[config.mk]
export PLATFORM = sky130hd
export DESIGN_NAME = bpwm_channel
export DESIGN_NICKNAME = d
export VERILOG_FILES = /design/src/rtl/bpwm_pkg.sv /design/src/rtl/bpwm_cmp.sv /design/src/rtl/bpwm_pol.sv /design/src/rtl/bpwm_flag.sv /design/src/rtl/bpwm_channel.sv
export SDC_FILE = /design/constraint.sdc
export NUM_CORES = 1
export LEC_CHECK = 0
export BUFFER_PORTS_ARGS = -buffer_cell sky130_fd_sc_hd__clkbuf_2
export CAP_MARGIN = 20
export CORE_MARGIN = 5
export CORE_UTILIZATION = 45
export CTS_CLUSTER_DIAMETER = 100
export DETAILED_ROUTE_END_ITERATION = 12
export HOLD_SLACK_MARGIN = 0.1
export PLACE_DENSITY = 0.8
export SKIP_CTS_REPAIR_TIMING = 1
export SYNTH_ARGS = -nofsm -noshare
export SYNTH_HDL_FRONTEND = slang
export SYNTH_HIERARCHICAL = 1
export SYNTH_SLANG_ARGS = --single-unit
export TNS_END_PERCENT = 20
[constraint.sdc]
create_clock -name clk -period 3.8 [get_ports clk]
set_input_delay 0.76 -clock clk [delete_from_list [all_inputs] [get_ports clk]]
set_output_delay 0.76 -clock clk [all_outputs]
set_load 0.02 [all_outputs]
[src/rtl/bpwm_pkg.sv]
package bpwm_pkg;
  typedef enum logic [1:0] {
    ACT_LOW  = 2'd0,
    ACT_HIGH = 2'd1,
    ACT_HOLD = 2'd2,
    ACT_INV  = 2'd3
  } act_e;

  typedef enum logic [1:0] {
    FRC_NONE = 2'd0,
    FRC_LOW  = 2'd1,
    FRC_HIGH = 2'd2,
    FRC_RSVD = 2'd3
  } frc_e;

  function automatic logic apply_act(input act_e a, input logic cur);
    logic r;
    case (a)
      ACT_LOW:  r = 1'b0;
      ACT_HIGH: r = 1'b1;
      ACT_HOLD: r = cur;
      default:  r = ~cur;
    endcase
    return r;
  endfunction
endpackage

[src/rtl/bpwm_cmp.sv]
module bpwm_cmp #(
  parameter int CNT_W = 16
) (
  input  logic             clk,
  input  logic             rst_n,
  input  logic             cnt_tick,
  input  logic [CNT_W-1:0] cnt_val,
  input  logic             cmp_wr,
  input  logic [CNT_W-1:0] cmp_wdata,
  input  logic             buf_wr,
  input  logic [CNT_W-1:0] buf_wdata,
  input  logic             buf_en,
  input  logic             tri_mode,
  input  logic [1:0]       tri_sel,
  input  logic             ovf,
  input  logic             udf,
  input  logic             cnt_clr,
  input  logic             peak,
  input  logic             valley,
  output logic [CNT_W-1:0] cmp_act,
  output logic             match
);
  logic [CNT_W-1:0] act_q, act_d;
  logic [CNT_W-1:0] shd_q, shd_d;
  logic             xfer_saw, xfer_tri, xfer;

  always_comb begin
    xfer_saw = ~tri_mode & (ovf | udf | cnt_clr);
    xfer_tri = tri_mode & ((peak & tri_sel[0]) | (valley & tri_sel[1]));
    xfer     = buf_en & (xfer_saw | xfer_tri);
    act_d    = act_q;
    if (cmp_wr)    act_d = cmp_wdata;
    else if (xfer) act_d = shd_q;
    shd_d    = buf_wr ? buf_wdata : shd_q;
  end

  always_ff @(posedge clk or negedge rst_n) begin
    if (!rst_n) begin
      act_q <= '0;
      shd_q <= '0;
    end else begin
      act_q <= act_d;
      shd_q <= shd_d;
    end
  end

  assign cmp_act = act_q;
  assign match   = cnt_tick & (cnt_val == act_q);

  // without buffering and without a write the active value never moves
  a_r9_unbuffered_hold: assert property (@(posedge clk) disable iff (!rst_n)
    (!buf_en && !cmp_wr) |=> $stable(cmp_act));

  // sawtooth overflow with buffering loads the shadow value
  a_r7_saw_overflow_load: assert property (@(posedge clk) disable iff (!rst_n)
    (buf_en && !tri_mode && ovf && !cmp_wr) |=> (cmp_act == $past(shd_q)));
endmodule

[src/rtl/bpwm_pol.sv]
module bpwm_pol
  import bpwm_pkg::*;
(
  input  logic       clk,
  input  logic       rst_n,
  input  logic       cnt_start,
  input  logic       cnt_stop,
  input  logic       cmp_hit,
  input  logic       prd_hit,
  input  logic       ovf,
  input  logic       udf,
  input  logic       valley,
  input  logic       tri_mode,
  input  logic       div1,
  input  logic [1:0] act_start,
  input  logic [1:0] act_stop,
  input  logic [1:0] act_cmp,
  input  logic [1:0] act_prd,
  input  logic [1:0] force_sel,
  output logic       level
);
  logic level_q, level_d;
  act_e start_eff;
  logic bnd;
  frc_e frc;

  always_comb begin
    start_eff = act_e'(act_start);
    if (!div1 && (start_eff == ACT_LOW || start_eff == ACT_HIGH))
      start_eff = ACT_HOLD;
    bnd = tri_mode ? valley : (ovf | udf);
    frc = frc_e'(force_sel);

    level_d = level_q;
    if (cnt_start) level_d = apply_act(start_eff, level_d);
    if (cmp_hit)   level_d = apply_act(act_e'(act_cmp), level_d);
    if (prd_hit)   level_d = apply_act(act_e'(act_prd), level_d);
    if (cnt_stop)  level_d = apply_act(act_e'(act_stop), level_d);
    if (bnd && frc == FRC_LOW)  level_d = 1'b0;
    if (bnd && frc == FRC_HIGH) level_d = 1'b1;
  end

  always_ff @(posedge clk or negedge rst_n) begin
    if (!rst_n) level_q <= 1'b0;
    else        level_q <= level_d;
  end

  assign level = level_q;

  // with no strobe at all the level stays put
  a_r2_idle_hold: assert property (@(posedge clk) disable iff (!rst_n)
    !(cnt_start || cnt_stop || cmp_hit || prd_hit || ovf || udf || valley)
      |=> $stable(level));

  // sawtooth overflow with force-high ends high whatever else happened
  a_r6_force_high: assert property (@(posedge clk) disable iff (!rst_n)
    (!tri_mode && ovf && force_sel == 2'd2) |=> level);

  // a slow prescaler turns start low/high into hold
  a_r3_start_guard: assert property (@(posedge clk) disable iff (!rst_n)
    (cnt_start && !div1 && !act_start[1] && !cmp_hit && !prd_hit && !cnt_stop
     && !ovf && !udf && !valley) |=> $stable(level));
endmodule

[src/rtl/bpwm_flag.sv]
module bpwm_flag (
  input  logic clk,
  input  logic rst_n,
  input  logic match,
  input  logic flag_clr,
  input  logic irq_en,
  input  logic evt_en,
  output logic flag,
  output logic irq,
  output logic evt
);
  logic flag_q, flag_d;
  logic evt_q, evt_d;

  always_comb begin
    flag_d = flag_q;
    if (flag_clr) flag_d = 1'b0;
    if (match)    flag_d = 1'b1;
    evt_d  = match & evt_en;
  end

  always_ff @(posedge clk or negedge rst_n) begin
    if (!rst_n) begin
      flag_q <= 1'b0;
      evt_q  <= 1'b0;
    end else begin
      flag_q <= flag_d;
      evt_q  <= evt_d;
    end
  end

  assign flag = flag_q;
  assign irq  = flag_q & irq_en;
  assign evt  = evt_q;

  // the flag is sticky until cleared
  a_r10_sticky: assert property (@(posedge clk) disable iff (!rst_n)
    (flag && !flag_clr) |=> flag);

  // an event pulse is always preceded by an enabled match
  a_r11_event_source: assert property (@(posedge clk) disable iff (!rst_n)
    evt |-> $past(match && evt_en));
endmodule

[src/rtl/bpwm_channel.sv]
module bpwm_channel #(
  parameter int CNT_W = 16
) (
  input  logic             clk,
  input  logic             rst_n,
  input  logic [CNT_W-1:0] cnt_val,
  input  logic             cnt_tick,
  input  logic             cnt_start,
  input  logic             cnt_stop,
  input  logic             prd_hit,
  input  logic             ovf,
  input  logic             udf,
  input  logic             cnt_clr,
  input  logic             peak,
  input  logic             valley,
  input  logic             tri_mode,
  input  logic             div1,
  input  logic [1:0]       act_start,
  input  logic [1:0]       act_stop,
  input  logic [1:0]       act_cmp,
  input  logic [1:0]       act_prd,
  input  logic [1:0]       force_sel,
  input  logic             out_en,
  input  logic             buf_en,
  input  logic [1:0]       tri_sel,
  input  logic             cmp_wr,
  input  logic [CNT_W-1:0] cmp_wdata,
  input  logic             buf_wr,
  input  logic [CNT_W-1:0] buf_wdata,
  input  logic             flag_clr,
  input  logic             irq_en,
  input  logic             evt_en,
  output logic             pwm_o,
  output logic [CNT_W-1:0] cmp_val_o,
  output logic             flag_o,
  output logic             irq_o,
  output logic             evt_o
);
  logic match;
  logic level;

  bpwm_cmp #(.CNT_W(CNT_W)) u_cmp (
    .clk(clk), .rst_n(rst_n), .cnt_tick(cnt_tick), .cnt_val(cnt_val),
    .cmp_wr(cmp_wr), .cmp_wdata(cmp_wdata), .buf_wr(buf_wr),
    .buf_wdata(buf_wdata), .buf_en(buf_en), .tri_mode(tri_mode),
    .tri_sel(tri_sel), .ovf(ovf), .udf(udf), .cnt_clr(cnt_clr),
    .peak(peak), .valley(valley), .cmp_act(cmp_val_o), .match(match)
  );

  bpwm_pol u_pol (
    .clk(clk), .rst_n(rst_n), .cnt_start(cnt_start), .cnt_stop(cnt_stop),
    .cmp_hit(match), .prd_hit(prd_hit), .ovf(ovf), .udf(udf),
    .valley(valley), .tri_mode(tri_mode), .div1(div1),
    .act_start(act_start), .act_stop(act_stop), .act_cmp(act_cmp),
    .act_prd(act_prd), .force_sel(force_sel), .level(level)
  );

  bpwm_flag u_flag (
    .clk(clk), .rst_n(rst_n), .match(match), .flag_clr(flag_clr),
    .irq_en(irq_en), .evt_en(evt_en), .flag(flag_o), .irq(irq_o), .evt(evt_o)
  );

  assign pwm_o = out_en & level;
endmodule

Word level (Yosys, flattened, before mapping). Cells that the tools add are included.

Equality and inequality tests: 12. Mux-type cells: 16. Bitwise gates (word level): 18. Reduce and logical (&&, ||, !) cells: 12.

Operators by type and width (count): $mux 16 (2); $eq 16x16->1 (1); $eq 2x1->1 const B (6); $pmux 1 s3 (4); $eq 2x2->1 const B (5); $logic_not 2->1 (5); $and 1x1->1 (9); $mux 1 (9); $not 1->1 (5); $or 1x1->1 (4); $reduce_bool 2->1 (2); $logic_and 1x1->1 (3); $mux 2 (1); $logic_not 1->1 (1); $logic_or 1x1->1 (1).

Bits in registers: 35. Output and inout port bits: 20. Word-level logic and storage cells: 63.

Depth between registers and ports, before layout.
Depth after elaboration: 18. Depth in mapped cells: 11. Gate-level depth less buffers: 11.

By module. Netlist, hierarchy kept.

By module, submodules not included: bpwm_cmp (instances 1, cells each 110, area each 1612.8 um^2, seq. area each 800.8 um^2); bpwm_pol (instances 1, cells each 29, area each 197.7 um^2, seq. area each 25.0 um^2); bpwm_flag (instances 1, cells each 6, area each 73.8 um^2, seq. area each 50.0 um^2); bpwm_channel (instances 1, cells each 1, area each 6.3 um^2, seq. area each 0.0 um^2).

Worst setup path before layout. No wires, ideal clock.

Path type: input -> register. From: in cnt_val[7]. To: reg u_pol.level_q, in the netlist u_pol/level. Arrival: 3.037 ns. Data required time: 3.679 ns. Setup slack: 0.642 ns. Cell stages on the path: 11. Path buffers: 0. Path through: xor2_1 -> nor4_1 -> nand4_1 -> nor4_1 -> nor2b_1 -> nor3_2 -> and3_1 -> or2_1 -> a32oi_2 -> mux2_1 -> a22o_1.

Longest elaborated chain between the ends: 11.

RTL lines: from (decl) (line bpwm_channel.sv:6) `input logic [CNT_W-1:0] cnt_val,`; $eq 16x16->1 (*) (line bpwm_cmp.sv:48) `assign match = cnt_tick & (cnt_val == act_q);`; $and 1x1->1 (*) (line bpwm_cmp.sv:48); via match (line bpwm_channel.sv:39) `logic match;`; $mux 1 (*) (line bpwm_pol.sv:36) `if (cmp_hit) level_d = apply_act(act_e'(act_cmp), level_d);`; $not 1->1 (line bpwm_pkg.sv:22) `default: r = ~cur;`; $pmux 1 s3 (line bpwm_pkg.sv:18) `case (a)`; $mux 1 (*) (line bpwm_pol.sv:37) `if (prd_hit) level_d = apply_act(act_e'(act_prd), level_d);`; $not 1->1 (line bpwm_pkg.sv:22); $pmux 1 s3 (line bpwm_pkg.sv:18); $mux 1 (*) (line bpwm_pol.sv:38) `if (cnt_stop) level_d = apply_act(act_e'(act_stop), level_d);`; $mux 1 (*) (line bpwm_pol.sv:39) `if (bnd && frc == FRC_LOW) level_d = 1'b0;`; $mux 1 (*) (line bpwm_pol.sv:40) `if (bnd && frc == FRC_HIGH) level_d = 1'b1;`; via u_pol.level_d (line bpwm_pol.sv:22) `logic level_q, level_d;`; to (signal assigned) (line bpwm_pol.sv:45) `else level_q <= level_d;`; to (decl) (line bpwm_pol.sv:22).

The timed path passes the listed nets; every way through them passes the cells marked *. A chain may end at the register's enable or synchronous reset.

Final worst setup path. Same ends and word-level chain as after synthesis.

==> key figures <==
STA
  • Skew final: around 0.0032 ns
  • Post-route worst setup slack: ~0.6 ns
  • Final period util: 84.10%
  • Final hold vios: 0
  • Worst-Margin Slew: 0.8444 ns
  • F_max: roughly 0.31 GHz
  • Final min period: around 3.2 ns
  • Fin. max-slew vios: 0
  • Setup Total Neg Slack: 0 ns
  • # setup viols final: 0
  • RSZ-0062 raised after global routing: no
  • Slew headroom: a little over two fifths

GRT
  • Number of global-route vias before repair: 1478
  • Initial antenna violation count: 0
  • Largest net degree at the start of global routing: 36
  • Global-route wire length before repair: roughly 6.8 mm
  • GRT Util Overall: 16.34%
  • Overflow after GRT: 0

Power
  • Comb power frac: 25.4%
  • Sequential share of power: between 40% and 50%
  • Internal power: around 750 uW
  • Pwr dens: 399.1 nW/um2
  • Sw Share: roughly 26%
  • Leakage power: 1.264 nW
  • Switching component of the power: about 260 uW
  • Max IR drop VDD: approximately 0.29 mV
  • Clock power frac: 30.6%

Routing
  • Drt wl/cell: approximately 14 um
  • WL final: 4.320 mm
  • Metal2 WL: approximately 2.0 mm
  • Final ANT Viol Nets: 0
  • DR top layer: met4
  • Metal3 WL: a little under 500 um
  • Total iterations of the first detailed-routing run: 4
  • Vias: roughly 1500
  • Met1 Routed Length: about 1.8 mm
  • Vias per cell: between 5 and 6
  • Initial DRC count: approximately 40
  • DRC: 0

Synth
  • Largest area contributor in the netlist: dfrtp_1
  • Synthesized area per cell: approximately 13 um2
  • Syn nets: about 230
  • Number of enable flip-flop cells after synthesis: 0
  • Sequential share of the synthesized area: between 40% and 50%
  • Syn Inst Count: about 150
  • Most frequent cells after synthesis: 38 x mux2_2, 35 x dfrtp_1, 12 x xnor2_1
  • Most numerous cell in the Yosys netlist: mux2_2
  • FFs w/ async S/R, synth: 100.0%
  • Netlist cell types: 33
  • Synth top area share: between 40% and 50%
  • Synth Register Bits: 35
  • Main synth FF type: dfrtp_1
  • Synth Cell Area: ~1900 um2
  • Synth top area cells: dfrtp_1 46%, mux2_2 23%, mux2_4 7.9%
  • Number of synthesis warnings: 6

Setup path
  • Worst EP required: 3.96 ns
  • Slowest CP cell: nor4_1
  • Startpoint types: input pin
  • RR Startpoint: u_cmp/cmp_act[7]
  • R2r worst-path depth: 11
  • R2R Path End: u_pol/level
  • R2R Setup Slk: 0.73 ns
  • Crit path DAT: about 3.4 ns
  • CP Cell Sequence: clkbuf_2 > xor2_1 > nor4_1 > nand4_1 > nor4_1 > nor2b_1 > nor3_2 > and3_1 > or2_1 > a32oi_2 > mux2_1 > a22o_1
  • CP Capture Type: register
  • Most common cell on crit path: nor4_1
  • Slowest cell delay on critical path: ~0.38 ns
  • Crit Path Class: in2reg
  • CP Max Fanout: 2

Clock network
  • Sink Count: 35
  • CTS max path bufs: 2
  • Worst skew pair latency: 0.27 ns
  • Num CTS Buffers: 5
  • CTS tree: yes
  • Clock Root Buffer: clkbuf_8
  • Clk slew on worst S/H paths: ~0.060 ns
  • # H-tree levels: 2

Min path
  • HP Class: reg2reg
  • Min-Delay Endpoint: u_cmp/shd_q[1]
  • Worst min-delay path startpoint: u_cmp/shd_q[1]
  • Hold Path Stages: 1

Layout
  • Post-Layout Cell Count: around 300
  • Share of cells above drive strength 1: 63.86%
  • Synth-to-Final Area Change: 34.35%
  • Fillcell total: around 340
  • Number of inserted diodes: 0
  • Nets: approximately 330

Place
  • Post-place setup slack: approximately 0.36 ns
  • Global placer's final weighted congestion: between 0.7 and 0.8
  • Post-Place Cells: just under 300
  • DP HPWL: approximately 3.6 mm
  • IO Port Bufs: 99

Floorplan
  • Effective utilization at floorplan: 46.93%
  • Die Ht: roughly 75 um
  • Die W: roughly 75 um
  • Die area: 5597 um2
  • Core Area: 4029 um2
  • Io pins: 100
  • Rows: 23

Status
  • Status: complete, no violations

Job
  • Max-cap violation count: 0
[flip-flops by register name (all words and copies together), names as in the netlist]
name           count
u_cmp/cmp_act     16
u_cmp/shd_q       16
u_flag/evt         1
u_flag/flag        1
u_pol/level        1
[cells by family (layout without fill, tap and decap cells)]
kind of cell	count (synthesis)	count (layout)	share of synthesized area [%]
compound gates	12	12	5.097
buf+inv	7	110	1.787
simple gates	26	26	7.743
xor+xnor	17	17	7.875
flops	35	35	46.33
mux	49	49	31.17
[power by group through the flow]
stage               registers (mW)  clock network [mW]  logic [mW]
finish                       0.447               0.310       0.257
global route                 0.452               0.344       0.281
CTS                          0.447               0.323       0.262
detailed placement           0.454                   0       0.261
global placement             0.452                   0       0.256
floorplan                    0.474                   0       0.140
[worst max path at each step]
stage	startpoint	end	slack, ns	cells after the start
2_1_floorplan	cnt_val[7]	u_pol/level	0.64	11
3_3_place_gp	cnt_val[7]	u_pol/level	0.43	12
3_5_place_dp	cnt_val[7]	u_pol/level	0.36	12
4_1_cts	cnt_val[7]	u_pol/level	0.64	12
5_1_grt	cnt_val[7]	u_pol/level	0.43	12
6_report	cnt_val[7]	u_pol/level	0.60	12
[layout by cell type, fill, tap and decap left out, types with 3 or more instances in the layout]
master and n:
dfrtp_1 35, mux2_2 38, xor2_1 5, xnor2_1 12, nand4_1 3, clkbuf_2 99
and2_1 3, nand2_1 6, clkbuf_8 5, mux2_4 10
[metal layers]
layer | GRT usage, % | up-vias
met3 | 5.340 | 2
met2 | 25.56 | 79
li1 | - | 725
met4 | 4.743 | 0
met1 | 21.80 | 695
met5 | 0 | -
[stage by stage]
stage | utilization (%) | instance area, um2 | hold WS (ns) | total power [mW]
2_1_floorplan | - | 1891 | 0.4644 | 0.6142
3_3_place_gp | 60.50 | 2437 | 0.4867 | 0.7080
3_5_place_dp | 60.50 | 2437 | 0.4954 | 0.7143
4_1_cts | 63.04 | 2540 | 0.5096 | 1.031
5_1_grt | 63.04 | 2540 | 0.5218 | 1.077
6_report | 63.04 | 2540 | 0.5072 | 1.014
[critical path, delay by kind of cell]
kind | cells | cell delay, ns
compound gates | 2 | 0.48
simple gates | 7 | 1.53
xor+xnor | 1 | 0.13
mux | 1 | 0.36
buf+inv | 1 | 0.08
[final cells by class]
class | count | area [um2] | share of cell area, %
multi-input cells | 104 | 980.9 | 38.62
repair buffers | 101 | 510.5 | 20.10
clock inverters | 1 | 30.03 | 1.182
flip-flops and latches | 35 | 875.8 | 34.48
clock buffers | 6 | 72.57 | 2.857
inverters | 2 | 7.507 | 0.2956
well taps | 50 | 62.56 | 2.463
Power figures use the tool's default switching activity.
